--- src/rtl/audio_fifo_pkg.sv ---
package audio_fifo_pkg;
  typedef enum logic [2:0] {
    LVL_EMPTY = 3'd0,
    LVL_Q1    = 3'd1,
    LVL_Q2    = 3'd2,
    LVL_Q3    = 3'd3,
    LVL_Q4    = 3'd4,
    LVL_FULL  = 3'd5
  } fill_band_e;

  localparam logic [2:0] THR_MAX = 3'd4;
endpackage

--- src/rtl/afifo_store.sv ---
module afifo_store #(
  parameter int DEPTH = 8,
  parameter int WIDTH = 32,
  localparam int AW = $clog2(DEPTH),
  localparam int CW = $clog2(DEPTH + 1)
) (
  input  logic             clk_i,
  input  logic             rst_ni,
  input  logic             flush_i,
  input  logic             push_i,
  input  logic [WIDTH-1:0] push_data_i,
  input  logic             pop_i,
  output logic [WIDTH-1:0] head_o,
  output logic [CW-1:0]    count_o,
  output logic             full_o,
  output logic             empty_o
);
  logic [WIDTH-1:0] mem_q [DEPTH];
  logic [AW-1:0]    wptr_q, rptr_q;
  logic [CW-1:0]    cnt_q;
  logic             push_ok, pop_ok;

  assign full_o  = (cnt_q == CW'(DEPTH));
  assign empty_o = (cnt_q == '0);
  assign push_ok = push_i && !full_o && !flush_i;
  assign pop_ok  = pop_i && !empty_o && !flush_i;
  assign head_o  = empty_o ? '0 : mem_q[rptr_q];
  assign count_o = cnt_q;

  always_ff @(posedge clk_i or negedge rst_ni) begin
    if (!rst_ni) begin
      wptr_q <= '0;
      rptr_q <= '0;
      cnt_q  <= '0;
    end else if (flush_i) begin
      wptr_q <= '0;
      rptr_q <= '0;
      cnt_q  <= '0;
    end else begin
      if (push_ok) wptr_q <= (wptr_q == AW'(DEPTH - 1)) ? '0 : wptr_q + 1'b1;
      if (pop_ok)  rptr_q <= (rptr_q == AW'(DEPTH - 1)) ? '0 : rptr_q + 1'b1;
      case ({push_ok, pop_ok})
        2'b10:   cnt_q <= cnt_q + 1'b1;
        2'b01:   cnt_q <= cnt_q - 1'b1;
        default: cnt_q <= cnt_q;
      endcase
    end
  end

  // data array carries no reset
  always_ff @(posedge clk_i) begin
    if (push_ok) mem_q[wptr_q] <= push_data_i;
  end
endmodule

--- src/rtl/afifo_level.sv ---
module afifo_level import audio_fifo_pkg::*; #(
  parameter int DEPTH = 8,
  localparam int CW = $clog2(DEPTH + 1),
  localparam int QTR = DEPTH / 4
) (
  input  logic [CW-1:0] count_i,
  input  logic [2:0]    thresh_i,
  input  logic          tx_mode_i,
  output logic [2:0]    level_o,
  output logic          req_o
);
  logic [2:0]    thr_eff;
  logic [CW-1:0] thr_cnt;
  fill_band_e    band;

  always_comb begin
    if (count_i == '0)                    band = LVL_EMPTY;
    else if (count_i == CW'(DEPTH))       band = LVL_FULL;
    else if (count_i <= CW'(QTR))         band = LVL_Q1;
    else if (count_i <= CW'(2 * QTR))     band = LVL_Q2;
    else if (count_i <= CW'(3 * QTR))     band = LVL_Q3;
    else                                  band = LVL_Q4;
  end

  assign level_o = band;
  assign thr_eff = (thresh_i > THR_MAX) ? THR_MAX : thresh_i;
  assign thr_cnt = CW'(thr_eff) * CW'(QTR);

  always_comb begin
    if (tx_mode_i)             req_o = (count_i <= thr_cnt);
    else if (thr_eff == '0)    req_o = (count_i != '0);
    else                       req_o = (count_i >= thr_cnt);
  end
endmodule

--- src/rtl/audio_sample_fifo.sv ---
module audio_sample_fifo import audio_fifo_pkg::*; #(
  parameter int DEPTH = 8,
  parameter int WIDTH = 32
) (
  input  logic             clk_i,
  input  logic             rst_ni,
  input  logic             tx_mode_i,
  input  logic [2:0]       thresh_i,
  input  logic             flush_i,
  input  logic             err_clr_i,
  input  logic             host_wr_i,
  input  logic [WIDTH-1:0] host_wdata_i,
  input  logic             host_rd_i,
  output logic [WIDTH-1:0] host_rdata_o,
  input  logic             eng_wr_i,
  input  logic [WIDTH-1:0] eng_wdata_i,
  input  logic             eng_rd_i,
  output logic [WIDTH-1:0] eng_rdata_o,
  output logic [2:0]       level_o,
  output logic             req_o,
  output logic             err_o
);
  localparam int CW = $clog2(DEPTH + 1);

  logic             push, pop, full, empty, err_set;
  logic [WIDTH-1:0] push_data, head;
  logic [CW-1:0]    count;
  logic             err_q;

  assign push      = tx_mode_i ? host_wr_i    : eng_wr_i;
  assign push_data = tx_mode_i ? host_wdata_i : eng_wdata_i;
  assign pop       = tx_mode_i ? eng_rd_i     : host_rd_i;

  afifo_store #(.DEPTH(DEPTH), .WIDTH(WIDTH)) u_store (
    .clk_i       (clk_i),
    .rst_ni      (rst_ni),
    .flush_i     (flush_i),
    .push_i      (push),
    .push_data_i (push_data),
    .pop_i       (pop),
    .head_o      (head),
    .count_o     (count),
    .full_o      (full),
    .empty_o     (empty)
  );

  afifo_level #(.DEPTH(DEPTH)) u_level (
    .count_i   (count),
    .thresh_i  (thresh_i),
    .tx_mode_i (tx_mode_i),
    .level_o   (level_o),
    .req_o     (req_o)
  );

  assign host_rdata_o = tx_mode_i ? '0 : head;
  assign eng_rdata_o  = tx_mode_i ? head : '0;

  // engine-side faults only
  assign err_set = (!tx_mode_i && eng_wr_i && full) || (tx_mode_i && eng_rd_i && empty);

  always_ff @(posedge clk_i or negedge rst_ni) begin
    if (!rst_ni)        err_q <= 1'b0;
    else if (err_set)   err_q <= 1'b1;
    else if (err_clr_i) err_q <= 1'b0;
  end
  assign err_o = err_q;
endmodule

--- config.mk ---
export PLATFORM = sky130hd
export DESIGN_NAME = audio_sample_fifo
export DESIGN_NICKNAME = d
export VERILOG_FILES = /design/src/rtl/audio_fifo_pkg.sv /design/src/rtl/afifo_store.sv /design/src/rtl/afifo_level.sv /design/src/rtl/audio_sample_fifo.sv
export SDC_FILE = /design/constraint.sdc
export NUM_CORES = 1
export LEC_CHECK = 0
export BUFFER_PORTS_ARGS = -buffer_cell sky130_fd_sc_hd__buf_2
export CAP_MARGIN = 20
export CORE_UTILIZATION = 55
export DETAILED_ROUTE_END_ITERATION = 6
export GPL_TIMING_DRIVEN = 0
export PLACE_DENSITY = 0.76
export RECOVER_POWER = 100
export SETUP_SLACK_MARGIN = 0.1
export SLEW_MARGIN = 20
export SYNTH_ARGS = -nofsm -noshare
export SYNTH_HDL_FRONTEND = slang
export SYNTH_HIERARCHICAL = 1
export SYNTH_SLANG_ARGS = --single-unit
--- constraint.sdc ---
create_clock -name clk_i -period 11.1 [get_ports clk_i]
set_input_delay 1.11 -clock clk_i [delete_from_list [all_inputs] [get_ports clk_i]]
set_output_delay 1.11 -clock clk_i [all_outputs]
set_load 0.005 [all_outputs]
==> results of run 1 <==
==> worst max-delay path: stages <==
cell and delay (ns):
clkbuf_1 0.15, clkbuf_1 0.63, clkbuf_1 0.75, mux2_1 0.25
clkbuf_1 0.27, inv_1 0.12, nor2_1 0.34, nand3_1 0.25
nor2_1 1.46, clkbuf_1 1.01
==> power by group through the flow <==
stage	clock [W]	combinational [W]	sequential [W]
2_1_floorplan	0	0.000391	0.00118
3_3_place_gp	0	0.000561	0.00118
3_5_place_dp	0	0.000592	0.00118
4_1_cts	0.000947	0.000598	0.00116
5_1_grt	0.000988	0.000617	0.00116
6_report	0.000937	0.000563	0.00116
==> per-layer routing <==
metal  vias to the layer above  GRT usage (%)  part of all wire (%)  wire length (um)
li1                       2880              -                     -                 -
met1                      3387          31.69                    39             10200
met2                       304          44.10                    51             13440
met3                        59          3.488                   6.7              1765
met4                         0          8.247                   2.8               744
met5                         -              0                     0                 0
==> sequential cells by signal (all words and copies together) (netlist names) <==
register,cells
u_store/rptr_q,3
u_store/count_o,4
u_store/wptr_q,3
err_o,1
u_store/mem_q,256
==> synthesized netlist by cell type, types with 4 or more instances <==
| master | count | area share (%) |
|---|---|---|
| a21oi_1 | 10 | 0.43 |
| mux2_4 | 34 | 4.4 |
| edfxtp_1 | 256 | 66 |
| nand2_1 | 14 | 0.45 |
| mux4_2 | 64 | 12 |
| inv_1 | 4 | 0.13 |
| dfrtp_1 | 11 | 2.4 |
| nor2b_1 | 33 | 1.8 |
| ha_1 | 9 | 0.96 |
| nor2_1 | 45 | 1.4 |
| mux2i_1 | 34 | 2.9 |
| nor3_1 | 7 | 0.30 |
| and2_1 | 33 | 1.8 |
| o21ai_0 | 4 | 0.17 |
| buf_2 | 12 | 0.51 |
| nand2b_1 | 4 | 0.21 |
| buf_1 | 4 | 0.13 |
| clkbuf_1 | 12 | 0.39 |
==> metrics by stage <==
stage,power (W),hold slack (ns),setup WS [ns]
global route,0.002768,0.5517,4.609
global placement,0.001742,0.4980,3.777
detailed placement,0.001774,0.5290,7.172
CTS,0.002706,0.4471,6.878
finish,0.002662,0.5372,4.855
floorplan,0.001567,0.5072,6.254
==> worst max path at each step <==
stage	endpoint	slack, ns	depth (start not counted)
after floorplan	u_store/mem_q[0][0]	6.25	7
after global placement	u_store/mem_q[1][19]	3.78	9
after detailed placement	u_store/mem_q[7][19]	7.17	10
after CTS	eng_rdata_o[20]	6.88	7
after global routing	u_store/mem_q[3][10]	4.61	10
final	u_store/mem_q[3][10]	4.85	10
==> cell type report <==
class,count,area [um^2],share of cell area [%]
Multi-Input combinational cell,326,3349,24.84
Sequential cell,267,7963,59.05
Clock buffer,38,735.7,5.456
Buffer,35,153.9,1.141
Clock inverter,9,182.7,1.355
Timing Repair Buffer,161,740.7,5.493
Tap cell,270,337.8,2.505
Inverter,6,22.52,0.1670
==> logic make-up (layout without fill, tap and decap cells) <==
logic type	Yosys count	in the layout	share of synthesized area, %
multiplexers	132	132	19.60
XOR/XNOR	3	3	0.2247
flip-flops	267	267	68.08
buffers and inverters	41	249	2.086
adder cells (fa/ha/maj)	9	9	0.9628
AND/OR/NAND/NOR	152	152	7.028
AO/OA/AOI/OAI	30	30	2.022
==> results.json, run 1 <==
{
  "ant_nets": 0,
  "diodes": 0,
  "seqPwrFrac_pct": 43.6,
  "dieHeight_um": 147.8,
  "p_comb_share_pct": 21.2,
  "holdPathEnd": "err_o",
  "violations": "capacitance limit, slew limit",
  "hold_viol": 0,
  "cts-resized-gates": 0,
  "drive_gt1_share_pct": 27.43,
  "worst-setup-path-type": "in -> reg",
  "final_nets": 908,
  "cp.required_ns": 11.23,
  "end_kind": "register",
  "p_sw_share_pct": 25.96,
  "slew_headroom_pct": -26.00,
  "postPlaceCellArea_um2": 13080,
  "synth.cell_area_um2": 11700,
  "synthArstFlopShare_pct": 4.120,
  "path_max_fanout": 17,
  "wirelength_mm": 26.15,
  "r2r_start": "u_store/count_o[0]",
  "routed_via_density": 5.962,
  "tightest_slew_ns": 1.883,
  "min_path_type": "reg -> reg",
  "std_cell_rows": 52,
  "finalSetupViolations": 0,
  "grt_pass1_vias": 7029,
  "clock-sinks": 267,
  "drt-pass1-iter-count": 5,
  "arrival_ns": 6.38,
  "numCtsBuffers": 26,
  "grt_max_degree": 20,
  "die_area_um2": 21850,
  "final_cell_mix": "256 x edfxtp_1, 112 x buf_2, 78 x clkbuf_1",
  "place.gp.congestion": 0.8089,
  "p_clk_share_pct": 35.2,
  "clk_path_buf_depth": 3,
  "r2r_slack_ns": 6.70,
  "chipWidth_um": 147.8,
  "crit_path_start_kind": "input pin",
  "portBuffers": 144,
  "fillers": 1419,
  "tns_ns": 0,
  "r2r_cells": 6,
  "area_delta_synth_final_pct": 15.30,
  "clk_pin_slew_ns": 0.06,
  "fmax_mhz": 160.1,
  "synth_nets": 719,
  "synth_seq_cells": 267,
  "clock_latency_ns": 0.53,
  "hpwl_mm": 16.97,
  "synth_edf_count": 256,
  "yosysWarnings": 6,
  "drcViolationCount": 0,
  "root_buffer": "clkbuf_16",
  "finalClockSkew_ns": 0.009687,
  "wl_per_cell_um": 23.52,
  "grt_usage_pct": 24.89,
  "min_from": "err_o",
  "via_count": 6630,
  "overflow": 0,
  "peakVddDrop_mv": 0.1386,
  "layout_commonest_cell": "edfxtp_1",
  "rsz0062_at_grt": "false",
  "fin_cells": 1112,
  "final_area_um2": 13490,
  "grt_first_pass_wirelength_mm": 40.21,
  "reg2reg_to": "u_store/mem_q[3][10]",
  "syn-instance-count": 634,
  "startpoint": "tx_mode_i",
  "start_util_pct": 56.89,
  "period_share_pct": 56.26,
  "antenna_found_initial": 0,
  "power.switching_w": 0.0006910,
  "synth_flop_cell": "edfxtp_1",
  "cts_tree": "built",
  "dp_cells": 1065,
  "post_cts_buffers": 0,
  "cts_hold_buffers": 0,
  "yosysUniqueCellTypes": 48,
  "syn_area_per_cell_um2": 18.45,
  "io_pins": 145,
  "utilization_pct": 65.59,
  "h-tree-depth": 1,
  "layout_min_cycle_time_ns": 6.245,
  "drv_cap": 6,
  "intPower_w": 0.001971,
  "slew_violations": 82,
  "fp.coreArea_um2": 20560,
  "power.leakage_nw": 4.534,
  "status": "finished with violations",
  "synth_seq_area_share_pct": 68.08,
  "drt_iter0_drc": 466,
  "hold_depth": 2,
  "powerDensity_nw_per_um2": 197.4
}
Power figures use the tool's default switching activity.
==> inputs of run 2 (changes only) <==
==> constraint.sdc (replaced) <==
create_clock -name clk_i -period 6.3 [get_ports clk_i]
set_input_delay 0.63 -clock clk_i [delete_from_list [all_inputs] [get_ports clk_i]]
set_output_delay 0.63 -clock clk_i [all_outputs]
set_load 0.005 [all_outputs]
==> run 2 against run 1 <==
  * The flow still finishes with violations (capacitance limit, slew limit)
  * Register-to-register slack got worse by 4.0 ns
  * Flip-flop and latch count unchanged
  * Sequential power is 77% higher
  * First-iteration DRC count grew 4.7%
  * Global-route usage unchanged
  * Hold slack lost 0.17 ns
  * Combinational power rose by 77%
  * Worst setup slack worse by 3.5 ns
  * Via count fell by 0.60%
  * Power up 76%
  * Clock skew is 0.00070 ns higher
  * Count of clock-buffer cells in the layout stayed put
==> results.json, run 2 (synthesis gave the netlist of run 1 again) <==
{
  "clock_latency_ns": 0.54,
  "violations": "capacitance limit, slew limit",
  "die_area_um2": 21850,
  "wl_per_cell_um": 23.38,
  "drt-pass1-iter-count": 4,
  "r2r_cells": 6,
  "place.gp.congestion": 0.8089,
  "arrival_ns": 5.08,
  "postPlaceCellArea_um2": 13080,
  "reg2reg_to": "u_store/mem_q[0][10]",
  "area_delta_synth_final_pct": 16.86,
  "min_path_type": "in -> reg",
  "wirelength_mm": 26.02,
  "holdPathEnd": "err_o",
  "powerDensity_nw_per_um2": 343.6,
  "rsz0062_at_grt": "false",
  "layout_min_cycle_time_ns": 4.918,
  "drive_gt1_share_pct": 28.83,
  "overflow": 0,
  "fmax_mhz": 203.3,
  "cp.required_ns": 6.46,
  "hpwl_mm": 16.97,
  "grt_usage_pct": 24.89,
  "diodes": 0,
  "antenna_found_initial": 0,
  "status": "finished with violations",
  "cts_hold_buffers": 1,
  "clk_pin_slew_ns": 0.06,
  "r2r_start": "u_store/count_o[0]",
  "cp_common_cell": "clkbuf_1",
  "top_register": "u_store/mem_q",
  "crit_path_start_kind": "input pin",
  "layout_commonest_cell": "edfxtp_1",
  "dp_cells": 1065,
  "grt_first_pass_wirelength_mm": 40.21,
  "slew_headroom_pct": -11.89,
  "chipWidth_um": 147.8,
  "grt_max_degree": 20,
  "min_from": "eng_rd_i",
  "final_area_um2": 13670,
  "final_cell_mix": "256 x edfxtp_1, 112 x buf_2, 70 x clkbuf_1",
  "worst-setup-path-type": "in -> reg",
  "peakVddDrop_mv": 0.2446,
  "hold_viol": 0,
  "drcViolationCount": 0,
  "critical_path.cell_chain": "clkbuf_1 -> clkbuf_1 -> clkbuf_1 -> mux2_1 -> clkbuf_1 -> nand2_1 -> or3_1 -> nor3_1 -> clkbuf_1 -> clkbuf_1",
  "r2r_slack_ns": 2.71,
  "start_util_pct": 56.89,
  "cts-resized-gates": 0,
  "hold_depth": 3,
  "path_max_fanout": 10,
  "slew_violations": 23,
  "drv_cap": 3,
  "clk_path_buf_depth": 3,
  "fin_cells": 1113,
  "end_kind": "register",
  "period_share_pct": 78.06,
  "worst-path-buf-inv": 6,
  "ant_nets": 0,
  "largest_reg_flops": 256,
  "io_pins": 145,
  "crit_family": "buffers and inverters",
  "cts_tree": "built",
  "post_cts_buffers": 0,
  "portBuffers": 144,
  "clock-sinks": 267,
  "slowest_delay_ns": 0.77,
  "fp.coreArea_um2": 20560,
  "h-tree-depth": 1,
  "tightest_slew_ns": 1.672,
  "routed_via_density": 5.921,
  "numCtsBuffers": 26,
  "drt_iter0_drc": 488,
  "power.leakage_nw": 4.603,
  "final_nets": 909,
  "root_buffer": "clkbuf_16",
  "std_cell_rows": 52,
  "grt_pass1_vias": 7029,
  "dieHeight_um": 147.8,
  "finalClockSkew_ns": 0.01038,
  "cpMaxStageDelayCell": "nor3_1",
  "finalSetupViolations": 0,
  "via_count": 6590
}
## run 2: how the worst max path moves through the flow
stage	startpoint	to	slack, ns	depth (start not counted)
floorplan	tx_mode_i	u_store/mem_q[0][0]	1.93	7
global placement	tx_mode_i	u_store/mem_q[1][19]	-0.54	9
detailed placement	tx_mode_i	u_store/mem_q[7][19]	2.85	10
CTS	u_store/rptr_q[1]	eng_rdata_o[20]	2.56	7
global route	tx_mode_i	u_store/mem_q[0][10]	1.27	10
finish	tx_mode_i	u_store/mem_q[0][10]	1.38	10
## run 2: per-stage QoR
step	hold slack, ns	worst slack (ns)	utilization (%)	total power (W)	TNS (ns)
final	0.3632	1.382	66.48	0.004696	0
after floorplan	0.3344	1.934	-	0.002761	0
after global placement	0.4980	-0.5427	62.04	0.003069	-32.67
after detailed placement	0.5290	2.852	63.64	0.003126	0
after global routing	0.3728	1.268	66.48	0.004881	0
after CTS	0.3547	2.558	68.15	0.004768	0
## run 2: report_power, final
part           internal [W]  switching, W
clock               0.00101      0.000640
combinational      0.000453      0.000543
sequential          0.00201     0.0000377
## run 2: cell type report
type                            count  area (um^2)
Multi-Input combinational cell    326         3379
Clock inverter                      9        182.7
Inverter                            6        22.52
Fill cell                        1387         6892
Timing Repair Buffer              162        893.4
Tap cell                          270        337.8
Buffer                             35        153.9
Clock buffer                       38        735.7
Sequential cell                   267         7963
## run 2: routing by layer
metal	up-vias	share of wire (%)	GRT usage, %
met5	-	0	0
met4	0	3.0	8.247
met3	63	7.0	3.488
met2	288	51	44.10
met1	3354	39	31.69
li1	2885	-	-
## run 2: worst min-delay path, stage by stage
cell and delay (ns):
buf_2 0.09, nand3_1 0.07, o211ai_1 0.08
==> inputs of run 3 (changes only) <==
--- a/config.mk
+++ b/config.mk
@@ -7,7 +7,7 @@
 export LEC_CHECK = 0
 export BUFFER_PORTS_ARGS = -buffer_cell sky130_fd_sc_hd__buf_2
 export CAP_MARGIN = 20
-export CORE_UTILIZATION = 55
+export CORE_UTILIZATION = 52
 export DETAILED_ROUTE_END_ITERATION = 6
 export GPL_TIMING_DRIVEN = 0
 export PLACE_DENSITY = 0.76
==> constraint.sdc (replaced) <==
create_clock -name clk_i -period 4 [get_ports clk_i]
set_input_delay 0.4 -clock clk_i [delete_from_list [all_inputs] [get_ports clk_i]]
set_output_delay 0.4 -clock clk_i [all_outputs]
set_load 0.005 [all_outputs]
==> run 3 against run 2 <==
  * The run ends with DRC, capacitance limit, slew limit left
  * Combinational power up 60%
  * Critical path depth down 1
  * Routed wire length about the same
  * Non-clock buffer count down 7
  * Critical endpoint is now u_store/mem_q[0][19]
  * Largest power group unchanged
  * Highest routed layer unchanged
==> results.json, run 3 (synthesis gave the netlist of run 1 again) <==
{
  "status": "finished with violations",
  "violations": "DRC, capacitance limit, slew limit",
  "root_buffer": "clkbuf_16",
  "largest_reg_flops": 256,
  "r2r_cells": 8,
  "cts_tree": "built",
  "hpwl_mm": 17.00,
  "seqPwrFrac_pct": 44.2,
  "diodes": 0,
  "grt_max_degree": 21,
  "slowest_delay_ns": 0.96,
  "antenna_found_initial": 0,
  "p_sw_share_pct": 26.10,
  "power.leakage_nw": 4.637,
  "layout_commonest_cell": "edfxtp_1",
  "final_cell_mix": "256 x edfxtp_1, 114 x buf_2, 64 x mux4_2",
  "fp.coreArea_um2": 21960,
  "h-tree-depth": 1,
  "clock-sinks": 267,
  "wl_met3_mm": 1.657,
  "grt_pass1_vias": 6975,
  "dr_wl_met2_mm": 13.17,
  "critical_path.cell_chain": "clkbuf_1 -> clkbuf_1 -> buf_12 -> mux2_4 -> clkbuf_1 -> nand2_1 -> or3_1 -> nor3_2 -> buf_8",
  "place.gp.congestion": 0.8027,
  "period_share_pct": 91.70,
  "clk_pin_slew_ns": 0.07,
  "fmax_mhz": 272.6,
  "ant_nets": 0,
  "area_delta_synth_final_pct": 17.06,
  "power.switching_w": 0.001900,
  "hold_viol": 0,
  "cp.required_ns": 4.21,
  "chipWidth_um": 152.0,
  "cpMaxStageDelayCell": "nor3_2",
  "postPlaceCellArea_um2": 13070,
  "top_register": "u_store/mem_q",
  "rsz0062_at_grt": "false",
  "crit_family": "simple AND/OR/NAND/NOR gates",
  "min_path_type": "in -> reg",
  "drv_cap": 1,
  "slew_headroom_pct": -7.290,
  "io_pins": 145,
  "wl_per_cell_um": 23.31,
  "path_max_fanout": 13,
  "routed.top_layer": "met4",
  "cp_common_cell": "clkbuf_1",
  "intPower_w": 0.005379,
  "start_util_pct": 53.26,
  "final_area_um2": 13690,
  "clock_latency_ns": 0.52,
  "die_area_um2": 23100,
  "p_clk_share_pct": 33.9,
  "routed_via_density": 5.935,
  "end_kind": "register",
  "p_comb_share_pct": 21.8,
  "cts-resized-gates": 0,
  "dieHeight_um": 152.0,
  "worst-path-buf-inv": 5,
  "utilization_pct": 62.35,
  "std_cell_rows": 54,
  "portBuffers": 144,
  "powerDensity_nw_per_um2": 531.6,
  "finalSetupViolations": 0,
  "final_nets": 902,
  "cp.depth": 9,
  "drt_iter0_drc": 526,
  "slew_violations": 8,
  "finalClockSkew_ns": 0.01517,
  "r2r_slack_ns": 0.63,
  "peakVddDrop_mv": 0.3452,
  "hold_depth": 3,
  "numCtsBuffers": 26,
  "drive_gt1_share_pct": 31.34,
  "crit_path_start_kind": "input pin",
  "wirelength_mm": 26.02,
  "drcViolationCount": 16,
  "drt-pass1-iter-count": 7,
  "clk_path_buf_depth": 3,
  "worst-setup-path-type": "in -> reg",
  "met1_length_mm": 10.50,
  "grt_usage_pct": 22.91,
  "tightest_slew_ns": 1.589,
  "layout_min_cycle_time_ns": 3.668,
  "arrival_ns": 3.88,
  "overflow": 0,
  "grt_first_pass_wirelength_mm": 39.81,
  "via_count": 6624
}
## run 3: through the flow
stage / total power, W / setup TNS [ns] / setup slack [ns] / cells / hold slack, ns
global route: 0.007555 / 0 / 0.1887 / 1116 / 0.1586
global placement: 0.004843 / -207.86 / -0.9022 / 1058 / 0.2841
floorplan: 0.004348 / 0 / 0.7353 / 634 / 0.1044
CTS: 0.007372 / 0 / 0.4042 / 1116 / 0.1449
detailed placement: 0.004921 / 0 / 0.6071 / 1068 / 0.2862
finish: 0.007279 / 0 / 0.3322 / 1116 / 0.1513
## run 3: repair_timing
item / CTS / global route
hold buffers: 1 / 0
hold endpoints to repair: 11 / 0
endpoints found under the setup margin: 0 / 0
setup buffers: 0 / 0
## run 3: metal layers
metal / vias up / track usage (%)
li1: 2860 / -
met1: 3373 / 30.16
met2: 327 / 39.77
met3: 64 / 2.966
met5: - / 0
met4: 0 / 7.580
## run 3: worst paths after layout
| check | from | endpoint |
|---|---|---|
| min in group asynchronous | rst_ni | u_store/count_o[2] |
| min | eng_rd_i | err_o |
| max in group asynchronous | rst_ni | u_store/rptr_q[2] |
| max | tx_mode_i | u_store/mem_q[0][19] |
| min reg2reg | err_o | err_o |
| max reg2reg | u_store/count_o[1] | u_store/count_o[2] |
## run 3: worst register-to-register path, stage by stage, from the launching register on
cell and delay [ns]:
dfrtp_1 0.45, buf_6 0.18, o41ai_1 1.31, a211oi_4 0.11, ha_1 0.44, nor3b_1 0.24
o2111ai_1 0.18, o311ai_0 0.16, a22o_1 0.24
## run 3: layout make-up
class,count,area (um^2)
clock buffer,32,694.4
multi-input combinational,326,3408
clock inverter,15,175.2
fill,1541,8267
inverter,6,22.52
timing repair buffer,155,908.4
sequential,267,7963
buffer,35,170.2
tap,280,350.3
## run 3: power by group through the flow
stage / combinational [W] / sequential, W / clock (W)
3_3_place_gp: 0.00157 / 0.00327 / 0
5_1_grt: 0.00172 / 0.00323 / 0.00261
3_5_place_dp: 0.00164 / 0.00328 / 0
6_report: 0.00159 / 0.00322 / 0.00247
4_1_cts: 0.00165 / 0.00322 / 0.00250
2_1_floorplan: 0.00109 / 0.00326 / 0
